File: src/rtl/txim_pkg.sv
package txim_pkg;

    typedef enum logic [1:0] {
        SEL_ABS  = 2'd0,
        SEL_REL  = 2'd1,
        SEL_LOW  = 2'd2,
        SEL_NONE = 2'd3
    } cfg_sel_e;

    localparam int unsigned RDATA_W = 32;

endpackage

File: src/rtl/txim_countdown.sv
module txim_countdown #(
    parameter int unsigned W = 16
) (
    input  logic         clk,
    input  logic         rst_n,
    input  logic         load_i,
    input  logic [W-1:0] load_val_i,
    input  logic         cancel_i,
    input  logic         tick_i,
    output logic         running_o,
    output logic         expire_o
);
    typedef struct packed {
        logic         run;
        logic [W-1:0] cnt;
    } cd_state_t;

    cd_state_t st_d, st_q;

    assign running_o = st_q.run;
    assign expire_o  = st_q.run & tick_i & (st_q.cnt == W'(1));

    always_comb begin
        st_d = st_q;
        if (load_i) begin
            st_d.run = 1'b1;
            st_d.cnt = load_val_i;
        end else if (cancel_i || expire_o) begin
            st_d.run = 1'b0;
            st_d.cnt = '0;
        end else if (st_q.run && tick_i) begin
            st_d.cnt = st_q.cnt - W'(1);
        end
    end

    always_ff @(posedge clk) begin
        if (!rst_n) st_q <= '0;
        else        st_q <= st_d;
    end

    assert_load_arms_R4: assert property (@(posedge clk) disable iff (!rst_n)
        load_i |=> (st_q.run && st_q.cnt == $past(load_val_i)));

    assert_load_nonzero_R7: assert property (@(posedge clk) disable iff (!rst_n)
        load_i |-> (load_val_i != '0));

    assert_count_falls_R6: assert property (@(posedge clk) disable iff (!rst_n)
        (st_q.run && !load_i) |=> (st_q.cnt <= $past(st_q.cnt)));

    assert_expire_stops_R8: assert property (@(posedge clk) disable iff (!rst_n)
        (expire_o && !load_i) |=> !st_q.run);

endmodule

File: src/rtl/txim_cfg.sv
module txim_cfg
    import txim_pkg::*;
#(
    parameter int unsigned DLY_W = 16,
    parameter int unsigned LOW_W = 8
) (
    input  logic               clk,
    input  logic               rst_n,
    input  logic               we_i,
    input  logic [1:0]         sel_i,
    input  logic [31:0]        wdata_i,
    output logic [31:0]        rdata_o,
    output logic [DLY_W-1:0]   abs_o,
    output logic [DLY_W-1:0]   rel_o,
    output logic [LOW_W-1:0]   low_o
);
    typedef struct packed {
        logic [DLY_W-1:0] abs_dly;
        logic [DLY_W-1:0] rel_dly;
        logic [LOW_W-1:0] low_thr;
    } cfg_state_t;

    cfg_state_t st_d, st_q;
    cfg_sel_e   sel;
    logic       unused_wdata;

    assign sel          = cfg_sel_e'(sel_i);
    assign unused_wdata = ^wdata_i;

    always_comb begin
        st_d = st_q;
        if (we_i) begin
            unique case (sel)
                SEL_ABS:  st_d.abs_dly = wdata_i[DLY_W-1:0];
                SEL_REL:  st_d.rel_dly = wdata_i[DLY_W-1:0];
                SEL_LOW:  st_d.low_thr = wdata_i[LOW_W-1:0];
                default:  ;
            endcase
        end
    end

    always_comb begin
        unique case (sel)
            SEL_ABS: rdata_o = RDATA_W'(st_q.abs_dly);
            SEL_REL: rdata_o = RDATA_W'(st_q.rel_dly);
            SEL_LOW: rdata_o = RDATA_W'(st_q.low_thr);
            default: rdata_o = '0;
        endcase
    end

    always_ff @(posedge clk) begin
        if (!rst_n) st_q <= '0;
        else        st_q <= st_d;
    end

    assign abs_o = st_q.abs_dly;
    assign rel_o = st_q.rel_dly;
    assign low_o = st_q.low_thr;

    assert_dly_upper_zero_R1: assert property (@(posedge clk) disable iff (!rst_n)
        (sel == SEL_ABS || sel == SEL_REL) |-> ((rdata_o >> DLY_W) == '0));

    assert_none_reads_zero_R1: assert property (@(posedge clk) disable iff (!rst_n)
        (sel == SEL_NONE) |-> (rdata_o == '0));

    assert_write_lands_R1: assert property (@(posedge clk) disable iff (!rst_n)
        (we_i && sel == SEL_REL) |=> (rel_o == $past(wdata_i[DLY_W-1:0])));

endmodule

File: src/rtl/txim_lowwater.sv
module txim_lowwater #(
    parameter int unsigned CNT_W = 16,
    parameter int unsigned LOW_W = 8
) (
    input  logic             clk,
    input  logic             rst_n,
    input  logic [CNT_W-1:0] avail_i,
    input  logic [LOW_W-1:0] low_i,
    output logic             irq_o
);
    typedef struct packed {
        logic [CNT_W-1:0] prev;
        logic             irq;
    } lw_state_t;

    lw_state_t        st_d, st_q;
    logic [CNT_W-1:0] thr;
    logic [CNT_W-1:0] thr_p1;

    assign thr    = CNT_W'({low_i, 3'b000});
    assign thr_p1 = thr + CNT_W'(1);

    always_comb begin
        st_d      = st_q;
        st_d.prev = avail_i;
        st_d.irq  = (low_i != '0) && (avail_i == thr) && (st_q.prev == thr_p1);
    end

    always_ff @(posedge clk) begin
        if (!rst_n) st_q <= '0;
        else        st_q <= st_d;
    end

    assign irq_o = st_q.irq;

    assert_low_hits_level_R9: assert property (@(posedge clk) disable iff (!rst_n)
        irq_o |-> ($past(avail_i) == $past(thr)));

    assert_low_one_cycle_R9: assert property (@(posedge clk) disable iff (!rst_n)
        irq_o |=> !irq_o);

    assert_low_disabled_R10: assert property (@(posedge clk) disable iff (!rst_n)
        ($past(low_i) == '0) |-> !irq_o);

endmodule

File: src/rtl/txint_moderator.sv
module txint_moderator
    import txim_pkg::*;
#(
    parameter int unsigned DLY_W = 16,
    parameter int unsigned CNT_W = 16,
    parameter int unsigned LOW_W = 8
) (
    input  logic             clk,
    input  logic             rst_n,
    input  logic             cmp_valid,
    input  logic             cmp_rs,
    input  logic             cmp_ide,
    input  logic             tick,
    input  logic [CNT_W-1:0] avail_cnt,
    input  logic             cfg_we,
    input  logic [1:0]       cfg_sel,
    input  logic [31:0]      cfg_wdata,
    output logic [31:0]      cfg_rdata,
    output logic             wbdone_irq,
    output logic             desc_low_irq
);
    typedef struct packed {
        logic wb_irq;
    } top_state_t;

    top_state_t       st_d, st_q;
    logic [DLY_W-1:0] abs_dly, rel_dly;
    logic [LOW_W-1:0] low_thr;
    logic             imm, qual, irq_now, rel_fire;
    logic             abs_load, abs_run, abs_exp;
    logic             rel_run, rel_exp;

    txim_cfg #(.DLY_W(DLY_W), .LOW_W(LOW_W)) u_cfg (
        .clk     (clk),
        .rst_n   (rst_n),
        .we_i    (cfg_we),
        .sel_i   (cfg_sel),
        .wdata_i (cfg_wdata),
        .rdata_o (cfg_rdata),
        .abs_o   (abs_dly),
        .rel_o   (rel_dly),
        .low_o   (low_thr)
    );

    // Event classification and the cancellation network
    always_comb begin
        imm      = cmp_valid & cmp_rs & (~cmp_ide | (rel_dly == '0));
        qual     = cmp_valid & cmp_rs & cmp_ide & (rel_dly != '0);
        rel_fire = rel_exp & ~qual;
        irq_now  = imm | rel_fire | abs_exp;
        abs_load = qual & (abs_dly != '0) & (~abs_run | irq_now);
        st_d        = st_q;
        st_d.wb_irq = irq_now;
    end

    txim_countdown #(.W(DLY_W)) u_rel_cd (
        .clk        (clk),
        .rst_n      (rst_n),
        .load_i     (qual),
        .load_val_i (rel_dly),
        .cancel_i   (irq_now),
        .tick_i     (tick),
        .running_o  (rel_run),
        .expire_o   (rel_exp)
    );

    txim_countdown #(.W(DLY_W)) u_abs_cd (
        .clk        (clk),
        .rst_n      (rst_n),
        .load_i     (abs_load),
        .load_val_i (abs_dly),
        .cancel_i   (irq_now),
        .tick_i     (tick),
        .running_o  (abs_run),
        .expire_o   (abs_exp)
    );

    txim_lowwater #(.CNT_W(CNT_W), .LOW_W(LOW_W)) u_lowwater (
        .clk     (clk),
        .rst_n   (rst_n),
        .avail_i (avail_cnt),
        .low_i   (low_thr),
        .irq_o   (desc_low_irq)
    );

    always_ff @(posedge clk) begin
        if (!rst_n) st_q <= '0;
        else        st_q <= st_d;
    end

    assign wbdone_irq = st_q.wb_irq;

    assert_immediate_R2: assert property (@(posedge clk) disable iff (!rst_n)
        (cmp_valid && cmp_rs && !cmp_ide) |=> wbdone_irq);

    assert_no_report_quiet_R3: assert property (@(posedge clk) disable iff (!rst_n)
        (cmp_valid && !cmp_rs && !rel_run && !abs_run) |=> !wbdone_irq);

    assert_rel_zero_direct_R5: assert property (@(posedge clk) disable iff (!rst_n)
        (cmp_valid && cmp_rs && rel_dly == '0) |=> (wbdone_irq && !rel_run));

    assert_abs_holds_R6: assert property (@(posedge clk) disable iff (!rst_n)
        (abs_run && !irq_now) |=> abs_run);

    assert_cancel_all_R8: assert property (@(posedge clk) disable iff (!rst_n)
        (irq_now && !cmp_valid) |=> (!abs_run && !rel_run));

endmodule

File: config.mk
export PLATFORM = sky130hd
export DESIGN_NAME = txint_moderator
export DESIGN_NICKNAME = d
export VERILOG_FILES = /design/src/rtl/txim_pkg.sv /design/src/rtl/txim_countdown.sv /design/src/rtl/txim_cfg.sv /design/src/rtl/txim_lowwater.sv /design/src/rtl/txint_moderator.sv
export SDC_FILE = /design/constraint.sdc
export NUM_CORES = 1
export LEC_CHECK = 0
export BUFFER_PORTS_ARGS = -buffer_cell sky130_fd_sc_hd__buf_2
export CAP_MARGIN = 0
export CELL_PAD_IN_SITES_DETAIL_PLACEMENT = 0
export CELL_PAD_IN_SITES_GLOBAL_PLACEMENT = 1
export CORE_UTILIZATION = 40
export DETAILED_ROUTE_END_ITERATION = 7
export PLACE_DENSITY_LB_ADDON = 0.1
export SETUP_SLACK_MARGIN = 0.1
export SLEW_MARGIN = 15
export SYNTH_ARGS = -nofsm -noshare
export SYNTH_HDL_FRONTEND = slang
export SYNTH_SLANG_ARGS = --single-unit
File: constraint.sdc
create_clock -name clk -period 3.05 [get_ports clk]
set_input_delay 0.1525 -clock clk [delete_from_list [all_inputs] [get_ports clk]]
set_output_delay 0.1525 -clock clk [all_outputs]
set_load 0.005 [all_outputs]
* Word-level counts from Yosys, hierarchy flattened *
Index checks and enable logic that the tools add are counted.

storage, ports and cells
  register bits = 92
  input bits = 57
  output and inout port bits = 34
  logic and storage cells = 64

operators by class
  add/sub/neg operators = 3
  equal/unequal tests = 6
  mux-type cells = 9
  bitwise logic cells = 18
  reduce and logical (&&, ||, !) cells = 18

operator list
  cell                     number
  $mux W16                 4
  $pmux W16 S3             1
  $mux W17                 2
  $eq A16 B1 Y1 const B    2
  $reduce_bool A16 Y1      2
  $sub A16 B1 Y16 const B  2
  $eq A16 B11 Y1           1
  $eq A16 B16 Y1           1
  $logic_not A16 Y1        1
  $add A11 B1 Y12 const B  1
  $and A1 B1 Y1            11
  $reduce_bool A8 Y1       1
  $reduce_and A2 Y1        3
  $reduce_bool A3 Y1       2
  $logic_and A1 B1 Y1      4
  $or A1 B1 Y1             4
  $reduce_bool A2 Y1       2
  $not A1 Y1               3
  $eq A2 B1 Y1 const B     1
  $eq A2 B2 Y1 const B     1
  $logic_not A2 Y1         1
  $logic_or A1 B1 Y1       2
  $mux W1                  2

* Depth between registers and ports, before layout *
Gate-level depths: netlist of run 1.

  depth in word-level cells = 10
  mapped depth = 9
  depth with buffers taken out = 8

* By module *
Synthesis of run 1 repeated with hierarchy kept, for this count alone.

second synthesis, totals
  cell total of the unflattened synthesis = 559
  area, all modules = 4,932.2 um^2

modules (own cells, without submodules)
  module                      instances  cells each  area each (um^2)  seq. area each (um^2)
  txim_cfg                    1          205         1,969.4           800.8
  txim_countdown at u_abs_cd  1          139         1,119.8           340.3
  txim_countdown at u_rel_cd  1          131         1,033.5           340.3
  txim_lowwater               1          64          635.6             340.3
  txint_moderator             1          20          173.9             20.0

* Worst setup path after synthesis of run 1 *
No wires, ideal clock.

  path type = reg2reg
  from = reg u_abs_cd.st_q[0] in the netlist's numbering
  to = reg u_abs_cd.st_q[13] in the netlist's numbering
  setup time = 0.118 ns
  arrival = 2.066 ns
  data required time = 2.932 ns
  slack = 0.866 ns
  cell stages (with the launch flop) = 7
  path buffers = 0
  period minus slack after synthesis = 2.184 ns
  cell sequence = dfxtp_1 -> or4_1 -> or3_2 -> nor4_1 -> mux2_2 -> a22oi_1 -> nor2_1

on the way
  longest elaborated chain between the ends = 6
  elaborated cells on any way between the ends = 11
  classes of those cells = 1 x add/sub; 1 x eq/ne; 3 x mux; 4 x bitwise; 2 x reduce/logical

ends and longest elaborated chain
  element                                                  RTL line              text
  start, declared                                          txim_countdown.sv:18  cd_state_t st_d, st_q;
  start signal, assigned                                   txim_countdown.sv:38  else st_q <= st_d;
  branches (longest 6 deep; another with $sub A16 B1 Y16)  n/a

Several ways; the timed one is not identified. The select of a mux whose other input is x is not followed.
A chain may end at the register's enable or synchronous reset.

* Worst setup path in the final report of run 1 *
  from = reg u_rel_cd.st_q[1] in the netlist's numbering
  to = reg u_rel_cd.st_q[11] in the netlist's numbering

on the way
  longest elaborated chain between the ends = 8
  elaborated cells on any way between the ends = 11
  classes of those cells = 1 x add/sub; 1 x eq/ne; 3 x mux; 4 x bitwise; 2 x reduce/logical

ends and longest elaborated chain
  element                                                  RTL line
  start, declared                                          txim_countdown.sv:18
  start signal, assigned                                   txim_countdown.sv:38
  branches (longest 8 deep; another with $sub A16 B1 Y16)  n/a

Several ways; the timed one is not identified. The select of a mux whose other input is x is not followed.

==> results of run 1 <==
-- metal layers --
layer,share of wire,wire length (um),vias up
li1,-,-,2236
met1,0.49,6700,2136
met2,0.45,6160,131
met3,0.039,541,22
met4,0.026,352,0
met5,0,0,-
-- where the power goes --
part | internal (W) | switching [W] | leakage, nW
registers | 0.00127 | 0.0000696 | 0.752
logic | 0.000255 | 0.000331 | 1.34
clock network | 0.000719 | 0.000494 | 0.149
-- cell families after synthesis --
kind of cell / after synthesis / share of synthesized area
AND/OR/NAND/NOR: 291 / 0.299
AO/OA/AOI/OAI: 146 / 0.200
flip-flops: 92 / 0.388
buffers and inverters: 56 / 0.0590
multiplexers: 20 / 0.0432
adder cells (fa/ha/maj): 4 / 0.0105
other: 1 / 0.000789
-- worst max path at each step --
stage          slack (ns)           endpoint        startpoint
2_1_floorplan        0.87  u_abs_cd.st_q[13]  u_abs_cd.st_q[0]
3_3_place_gp         0.67  u_rel_cd.st_q[11]  u_rel_cd.st_q[1]
3_5_place_dp         0.60  u_rel_cd.st_q[11]  u_rel_cd.st_q[1]
4_1_cts              0.59  u_rel_cd.st_q[11]  u_rel_cd.st_q[1]
5_1_grt              0.30  u_rel_cd.st_q[11]  u_rel_cd.st_q[1]
6_report             0.58  u_rel_cd.st_q[11]  u_rel_cd.st_q[1]
-- area by class of cell --
cell class | instances | area [um2]
Multi-Input combinational cell | 477 | 2690
Inverter | 7 | 26.3
Clock inverter | 6 | 88.8
Clock buffer | 10 | 229
Timing Repair Buffer | 65 | 343
Fill cell | 1171 | 6120
Sequential cell | 92 | 1840
Tap cell | 143 | 179
-- state kept, by name, summed over array words and instances (netlist names) --
register            cells
u_abs_cd.st_q          16
u_cfg.abs_o            16
u_cfg.rel_o            16
u_lowwater.st_q        16
u_rel_cd.st_q          16
u_cfg.low_o             8
u_abs_cd.running_o      1
u_lowwater.irq_o        1
u_rel_cd.running_o      1
wbdone_irq              1
-- per-stage QoR --
stage          total power, W  cells  area [um2]  hold slack (ns)   util
5_1_grt               0.00329    800        5400           0.0170  0.469
2_1_floorplan         0.00179    625        4810            0.274      -
3_3_place_gp          0.00193    784        5080            0.365  0.441
4_1_cts               0.00315    800        5400          0.00637  0.469
3_5_place_dp          0.00194    784        5080            0.371  0.441
6_report              0.00313    800        5400           0.0132  0.469
-- layout by cell type (no fill, tap or decap), types with 3 or more instances in the layout --
master,instances
sky130_fd_sc_hd__inv_1,6
sky130_fd_sc_hd__mux2i_1,16
sky130_fd_sc_hd__a32oi_1,3
sky130_fd_sc_hd__o21ai_0,30
sky130_fd_sc_hd__nand4_1,6
sky130_fd_sc_hd__nand4b_1,4
sky130_fd_sc_hd__nor2b_1,3
sky130_fd_sc_hd__nor4_1,17
sky130_fd_sc_hd__nand3_1,25
sky130_fd_sc_hd__or3_1,3
sky130_fd_sc_hd__a22oi_1,17
sky130_fd_sc_hd__and2_1,20
sky130_fd_sc_hd__mux2_2,4
sky130_fd_sc_hd__nor2_1,47
sky130_fd_sc_hd__nand3b_1,3
sky130_fd_sc_hd__buf_4,7
sky130_fd_sc_hd__nand2_1,115
sky130_fd_sc_hd__o211a_1,8
sky130_fd_sc_hd__and3_1,8
sky130_fd_sc_hd__ha_1,4
sky130_fd_sc_hd__clkbuf_16,9
sky130_fd_sc_hd__a211oi_1,4
sky130_fd_sc_hd__nor3_1,20
sky130_fd_sc_hd__conb_1,16
sky130_fd_sc_hd__buf_2,58
sky130_fd_sc_hd__a21boi_0,14
sky130_fd_sc_hd__a21oi_1,46
sky130_fd_sc_hd__a22o_1,8
sky130_fd_sc_hd__nor3b_1,4
sky130_fd_sc_hd__o31ai_1,3
sky130_fd_sc_hd__dfxtp_1,92
==> results by group, run 1 <==
Route
  – Total wirelength of the detailed-routed design: between 10 and 15 mm
  – Violation count after the first detailed-routing iteration: 323
  – Via count: 4525
  – Post-detailed-route wirelength per cell: 17.2 um
  – Remaining antenna violation count: 0
  – Pre-Repair DR Iteration Count: 7
  – DRC violations left: 9
  – Vias/cell: 5.66

Min path
  – Worst Hold Path EP: u_lowwater.st_q[12]
  – Hold wc startpoint: avail_cnt[11]
  – Hold crit path type: in2reg
  – Hold-critical path depth: 2

Synthesis
  – Number of enable flip-flop cells after synthesis: 0
  – Async set-or-reset flop fraction in the synthesized netlist: 0
  – Mapped Area: about 0.0048 mm2
  – Cell type contributing the most total cell area after synthesis: sky130_fd_sc_hd__dfxtp_1
  – Most frequent cell after synthesis: sky130_fd_sc_hd__nand2_1
  – Proportion of synthesized chip area in sequential cells: 0.388
  – Area contributors post-synth: sky130_fd_sc_hd__dfxtp_1 (39%), sky130_fd_sc_hd__nand2_1 (9.1%), sky130_fd_sc_hd__a21oi_1 (4.8%)
  – Synth top cells by count: sky130_fd_sc_hd__nand2_1 (115), sky130_fd_sc_hd__dfxtp_1 (92), sky130_fd_sc_hd__nor2_1 (47)
  – Synthesized flop and latch total: 92
  – Netlist cell types: 54
  – Synthesized netlist cell count: 610
  – Count of warnings emitted by yosys: 0
  – Area share of the leading cell type in the synthesized netlist: 0.388
  – Dominant register cell in the synthesized netlist: sky130_fd_sc_hd__dfxtp_1
  – Avg Synthesized Cell Area: about 7.8 um2

Global route
  – Met1 routing resource usage after global routing: 0.324
  – Met2 demand-to-capacity share in global routing: 0.363
  – Global-route layer with the greatest usage: met2
  – Pin count of the biggest net entering global routing: 35
  – First-pass GRT wire length: approximately 23 mm
  – Global routing met3 resource utilization: 0.0312
  – Sum of overflow across all layers after global routing: 0
  – Initial antenna violation count: 0
  – Global-route usage over all layers: 0.235
  – Via count of the first global-routing pass: 4383

Critical path
  – WP depth: 8
  – Startpoint types: flop
  – CP max FO: 14
  – FF-to-FF path depth: 8
  – Worst reg2reg setup slack: slightly below 0.6 ns
  – Crit path DAT: about 2.7 ns
  – Endpoint type of the worst setup path: flop
  – Number of buffers and inverters on the critical path: 1
  – Worst path most repeated cell: sky130_fd_sc_hd__o21ai_0
  – Required time at the worst-slack endpoint: ~3.3 ns
  – Crit Path Class: reg2reg
  – Worst reg2reg path startpoint: u_rel_cd.st_q[1]
  – Critical path's largest stage delay: 0.87 ns
  – Largest delay share family, worst path: simple AND/OR/NAND/NOR gates
  – End of the worst register-to-register path: u_rel_cd.st_q[11]
  – Cell chain of the critical path: inv_1, ha_1, nor4b_1, nand4_1, o21ai_0, nor2_1, o21ai_0, a211oi_1
  – Worst-path cell with the longest stage delay: sky130_fd_sc_hd__nor2_1

Die
  – Effective utilization at floorplan: 0.413
  – Overall die area: approximately 0.012 mm2
  – Die extent in x: 111 um
  – FP Rows: 39
  – Placeable core area: 0.0115 mm2
  – Chip Height: 111 um
  – Boundary pin count: between 90 and 100

Timing
  – Setup TNS: 0 ns
  – Number of setup violations in the final report: 0
  – Relative slew margins: 0.268
  – Pin slew with the least headroom to its limit: 1.09 ns
  – Worst Clk Skew: 0.00799 ns
  – Max Fclk: 405 MHz
  – Final slew viol count: 0
  – Minimum clock period: 2.47 ns
  – Final worst slack: 0.581 ns
  – Tcrit/Tclk final: 0.809
  – Count of final hold-check violations: 0
  – RSZ-0062 raised after global routing: no

Cells and area
  – Final nets: 713
  – Layout cell share with drive strength beyond 1: 0.149
  – Diodes inserted: 0
  – Synthesis-to-finish area growth: 13.6%

Power
  – Maximum resistive drop on vdd: 0.000255 V
  – Power per cell area: 581 mW/mm2
  – Leakage power figure: about 2.2 nW

Clock tree
  – Clock latency on the worst-skew pair: 0.35 ns
  – Number of clock sinks seen by CTS: 92
  – Post-CTS setup-driven buffer insertion count: 0
  – Root Buffer Master: sky130_fd_sc_hd__clkbuf_16
  – Number of buffers added to fix hold violations after cts: 0
  – Clock tree from TritonCTS: done
  – Count of cells resized by post-cts repair: 0
  – Largest buffer count on any clock path: 2
  – Clock transition at the registers of the reported paths: roughly 0.070 ns
  – Number of clock buffers inserted by TritonCTS: 9
  – CTS H-tree depth: 3

Placement
  – Detailed Place HPWL: 9.77 mm
  – IO Port Bufs: 58
  – GPL Wtd Cong: 0.817
  – Dpl ws: 0.597 ns

Run status
  – Outcome: finished with violations
  – Failing checks: DRC

Run
  – Max-Cap Viols: 0
(Power assumes the default switching activity.)
==> inputs of run 2 (changes only) <==
==> constraint.sdc (replaced) <==
create_clock -name clk -period 2.41 [get_ports clk]
set_input_delay 0.1205 -clock clk [delete_from_list [all_inputs] [get_ports clk]]
set_output_delay 0.1205 -clock clk [all_outputs]
set_load 0.005 [all_outputs]
==> run 2 against run 1 <==
  * The run still ends with DRC left
  * Fmax grew 10%
  * Via count grew 2.5%
  * Sequential cell count is the same
  * Critical path depth shrank 2
  * Hold slack lost 0.0026 ns
  * Register-to-register slack lost 0.41 ns
  * Count of clock-buffer cells in the layout grew 2
  * Global-route usage is essentially flat
  * Highest routed layer unchanged
==> results by group, run 2 (synthesis gave the netlist of run 1 again) <==
Timing
  – Minimum clock period: 2.24 ns (-0.226 ns)
  – Number of setup violations in the final report: 0 (unchanged)
  – Final slew viol count: 0 (unchanged)
  – Setup TNS: 0 ns (unchanged)
  – Relative slew margins: 0.345 (+0.0761)
  – Max Fclk: 446 MHz (+10%)
  – RSZ-0062 raised after global routing: yes
  – Pin slew with the least headroom to its limit: 0.981 ns (-0.112 ns)
  – Count of final hold-check violations: 0 (unchanged)
  – Tcrit/Tclk final: 0.931 (+0.121)
  – Final worst slack: 0.167 ns (-0.414 ns)
  – Worst Clk Skew: 0.0121 ns (+0.00411 ns)

Min path
  – Hold wc startpoint: avail_cnt[7]
  – Hold-critical path depth: 2 (unchanged)
  – Hold crit path type: in2reg
  – Worst Hold Path EP: u_lowwater.st_q[8]

Clock tree
  – Clock latency on the worst-skew pair: 0.35 ns (about the same)
  – Number of clock buffers inserted by TritonCTS: 9 (unchanged)
  – Number of clock sinks seen by CTS: 92 (unchanged)
  – Root Buffer Master: sky130_fd_sc_hd__clkbuf_16
  – Clock transition at the registers of the reported paths: 0.06 ns (about the same)
  – Clock tree from TritonCTS: done
  – CTS H-tree depth: 3 (unchanged)
  – Largest buffer count on any clock path: 2 (unchanged)

Power
  – Power per cell area: 673 mW/mm2 (+16%)
  – Overall power after layout: 0.00383 W (+22%)
  – Maximum resistive drop on vdd: 0.000285 V (+12%)
  – Leakage power figure: 2.37 nW (+5.8%)

Placement
  – Dpl ws: 0.0170 ns (-0.580 ns)
  – GPL Wtd Cong: 0.820 (+0.42%)
  – Detailed Place HPWL: 9.95 mm (+1.9%)
  – Number of cells after detailed placement: 798 (+1.8%)
  – IO Port Bufs: 58 (unchanged)

Route
  – Pre-Repair DR Iteration Count: 7 (unchanged)
  – Vias/cell: 5.60 (-1.1%)
  – DRC violations left: 8 (-1)
  – Post-detailed-route wirelength per cell: 16.9 um (-1.9%)
  – Total wirelength of the detailed-routed design: 14.0 mm (+1.6%)
  – Via count: 4639 (+2.5%)
  – Violation count after the first detailed-routing iteration: 349 (+8.0%)
  – Remaining antenna violation count: 0 (unchanged)

Cells and area
  – Most common cell after layout, fill and taps aside: sky130_fd_sc_hd__nand2_1
  – Synthesis-to-finish area growth: 19.7%
  – Final nets: 742 (+4.1%)
  – Diodes inserted: 0 (unchanged)
  – Final standard cell count with taps included and fillers excluded: 829 (+3.6%)
  – Highest-count cells in the layout ignoring fill and taps: sky130_fd_sc_hd__nand2_1 (115), sky130_fd_sc_hd__dfxtp_1 (92), sky130_fd_sc_hd__buf_2 (58)
  – Layout cell share with drive strength beyond 1: 0.179 (+0.0301)

Critical path
  – Worst-path cell with the longest stage delay: sky130_fd_sc_hd__or4_1
  – Number of buffers and inverters on the critical path: 0 (-1)
  – Worst reg2reg path startpoint: u_abs_cd.st_q[0]
  – Largest delay share family, worst path: simple AND/OR/NAND/NOR gates
  – Startpoint types: flop
  – FF-to-FF path depth: 6 (-2)
  – Worst reg2reg setup slack: 0.17 ns (-0.41 ns)
  – Crit path DAT: 2.48 ns (-0.23 ns)
  – Crit Path Class: reg2reg
  – Cell chain of the critical path: or4_1, or3_2, nor3_2, mux2_2, a22oi_1, nor2_1
  – Required time at the worst-slack endpoint: 2.65 ns (-0.64 ns)
  – Critical path's largest stage delay: 0.55 ns (-0.32 ns)
  – Endpoint type of the worst setup path: flop
  – End of the worst register-to-register path: u_abs_cd.st_q[15]
  – CP max FO: 6 (-8)

Global route
  – First-pass GRT wire length: 22.7 mm (about the same)
  – Global-route usage over all layers: 0.235 (about the same)
  – Initial antenna violation count: 0 (unchanged)
  – Via count of the first global-routing pass: 4381 (-0.046%)
  – Sum of overflow across all layers after global routing: 0 (unchanged)
  – Pin count of the biggest net entering global routing: 41 (+17%)

Run status
  – Failing checks: DRC
  – Outcome: finished with violations

Die
  – Effective utilization at floorplan: 0.413 (unchanged)
  – Overall die area: 0.0123 mm2 (unchanged)
  – FP Rows: 39 (unchanged)
  – Chip Height: 111 um (unchanged)
  – Boundary pin count: 91 (unchanged)
  – Placeable core area: 0.0115 mm2 (unchanged)
  – Die extent in x: 111 um (unchanged)

Run
  – Max-Cap Viols: 0 (unchanged)
[run 2: stage by stage]
stage | instance area [um2] | hold WS [ns] | util
after detailed placement | 5190 | 0.345 | 0.450
final | 5690 | 0.0107 | 0.494
after global placement | 5190 | 0.336 | 0.450
after CTS | 5590 | 0.00412 | 0.485
after floorplan | 4810 | 0.242 | -
after global routing | 5690 | 0.0112 | 0.494
[run 2: layout make-up]
class                      count  area, um2
fill                        1155       5830
multi-input combinational    478       2770
sequential                    92       1840
timing repair buffer          93        598
clock buffer                  12        246
tap                          143        179
inverter                       7       26.3
clock inverter                 4       25.0
[run 2: timing repair]
action,4_1_cts,5_1_grt
resized for setup,1,14
cloned,0,1
endpoints found under the hold margin,13,0
pin swaps,0,1
setup endpoints to repair,5,25
hold buffers,13,0
setup buffers,0,1
[run 2: how the worst max path moves through the flow]
stage | from | to | slack [ns] | depth (start not counted)
global route | u_abs_cd.st_q[0] | u_abs_cd.st_q[15] | 0.09 | 6
finish | u_abs_cd.st_q[0] | u_abs_cd.st_q[15] | 0.17 | 6
global placement | u_abs_cd.st_q[4] | u_rel_cd.st_q[2] | 0.07 | 7
CTS | u_abs_cd.st_q[0] | u_abs_cd.st_q[15] | 0.14 | 6
floorplan | u_abs_cd.st_q[0] | u_abs_cd.st_q[13] | 0.23 | 6
detailed placement | u_rel_cd.st_q[1] | u_rel_cd.st_q[11] | 0.02 | 8
[run 2: report_power, final]
part / total (W) / internal (W) / switching [W]
Clock: 0.00132 / 0.000725 / 0.000600
Combinational: 0.000812 / 0.000374 / 0.000438
Sequential: 0.00169 / 0.00160 / 0.0000874
Total: 0.00383 / 0.00270 / 0.00113
[run 2: worst reg2reg max path, cell delays in order (launching register included)]
cell and delay, ns:
sky130_fd_sc_hd__dfxtp_1 0.36, sky130_fd_sc_hd__or4_1 0.55, sky130_fd_sc_hd__or3_2 0.48, sky130_fd_sc_hd__nor3_2 0.15, sky130_fd_sc_hd__mux2_2 0.36, sky130_fd_sc_hd__a22oi_1 0.19, sky130_fd_sc_hd__nor2_1 0.06
[run 2: layer usage]
layer / vias up / share of wire / track usage
met5: - / 0 / 0
met4: 0 / 0.019 / 0.0950
met3: 19 / 0.043 / 0.0290
met2: 130 / 0.46 / 0.373
met1: 2201 / 0.48 / 0.322
li1: 2289 / - / -
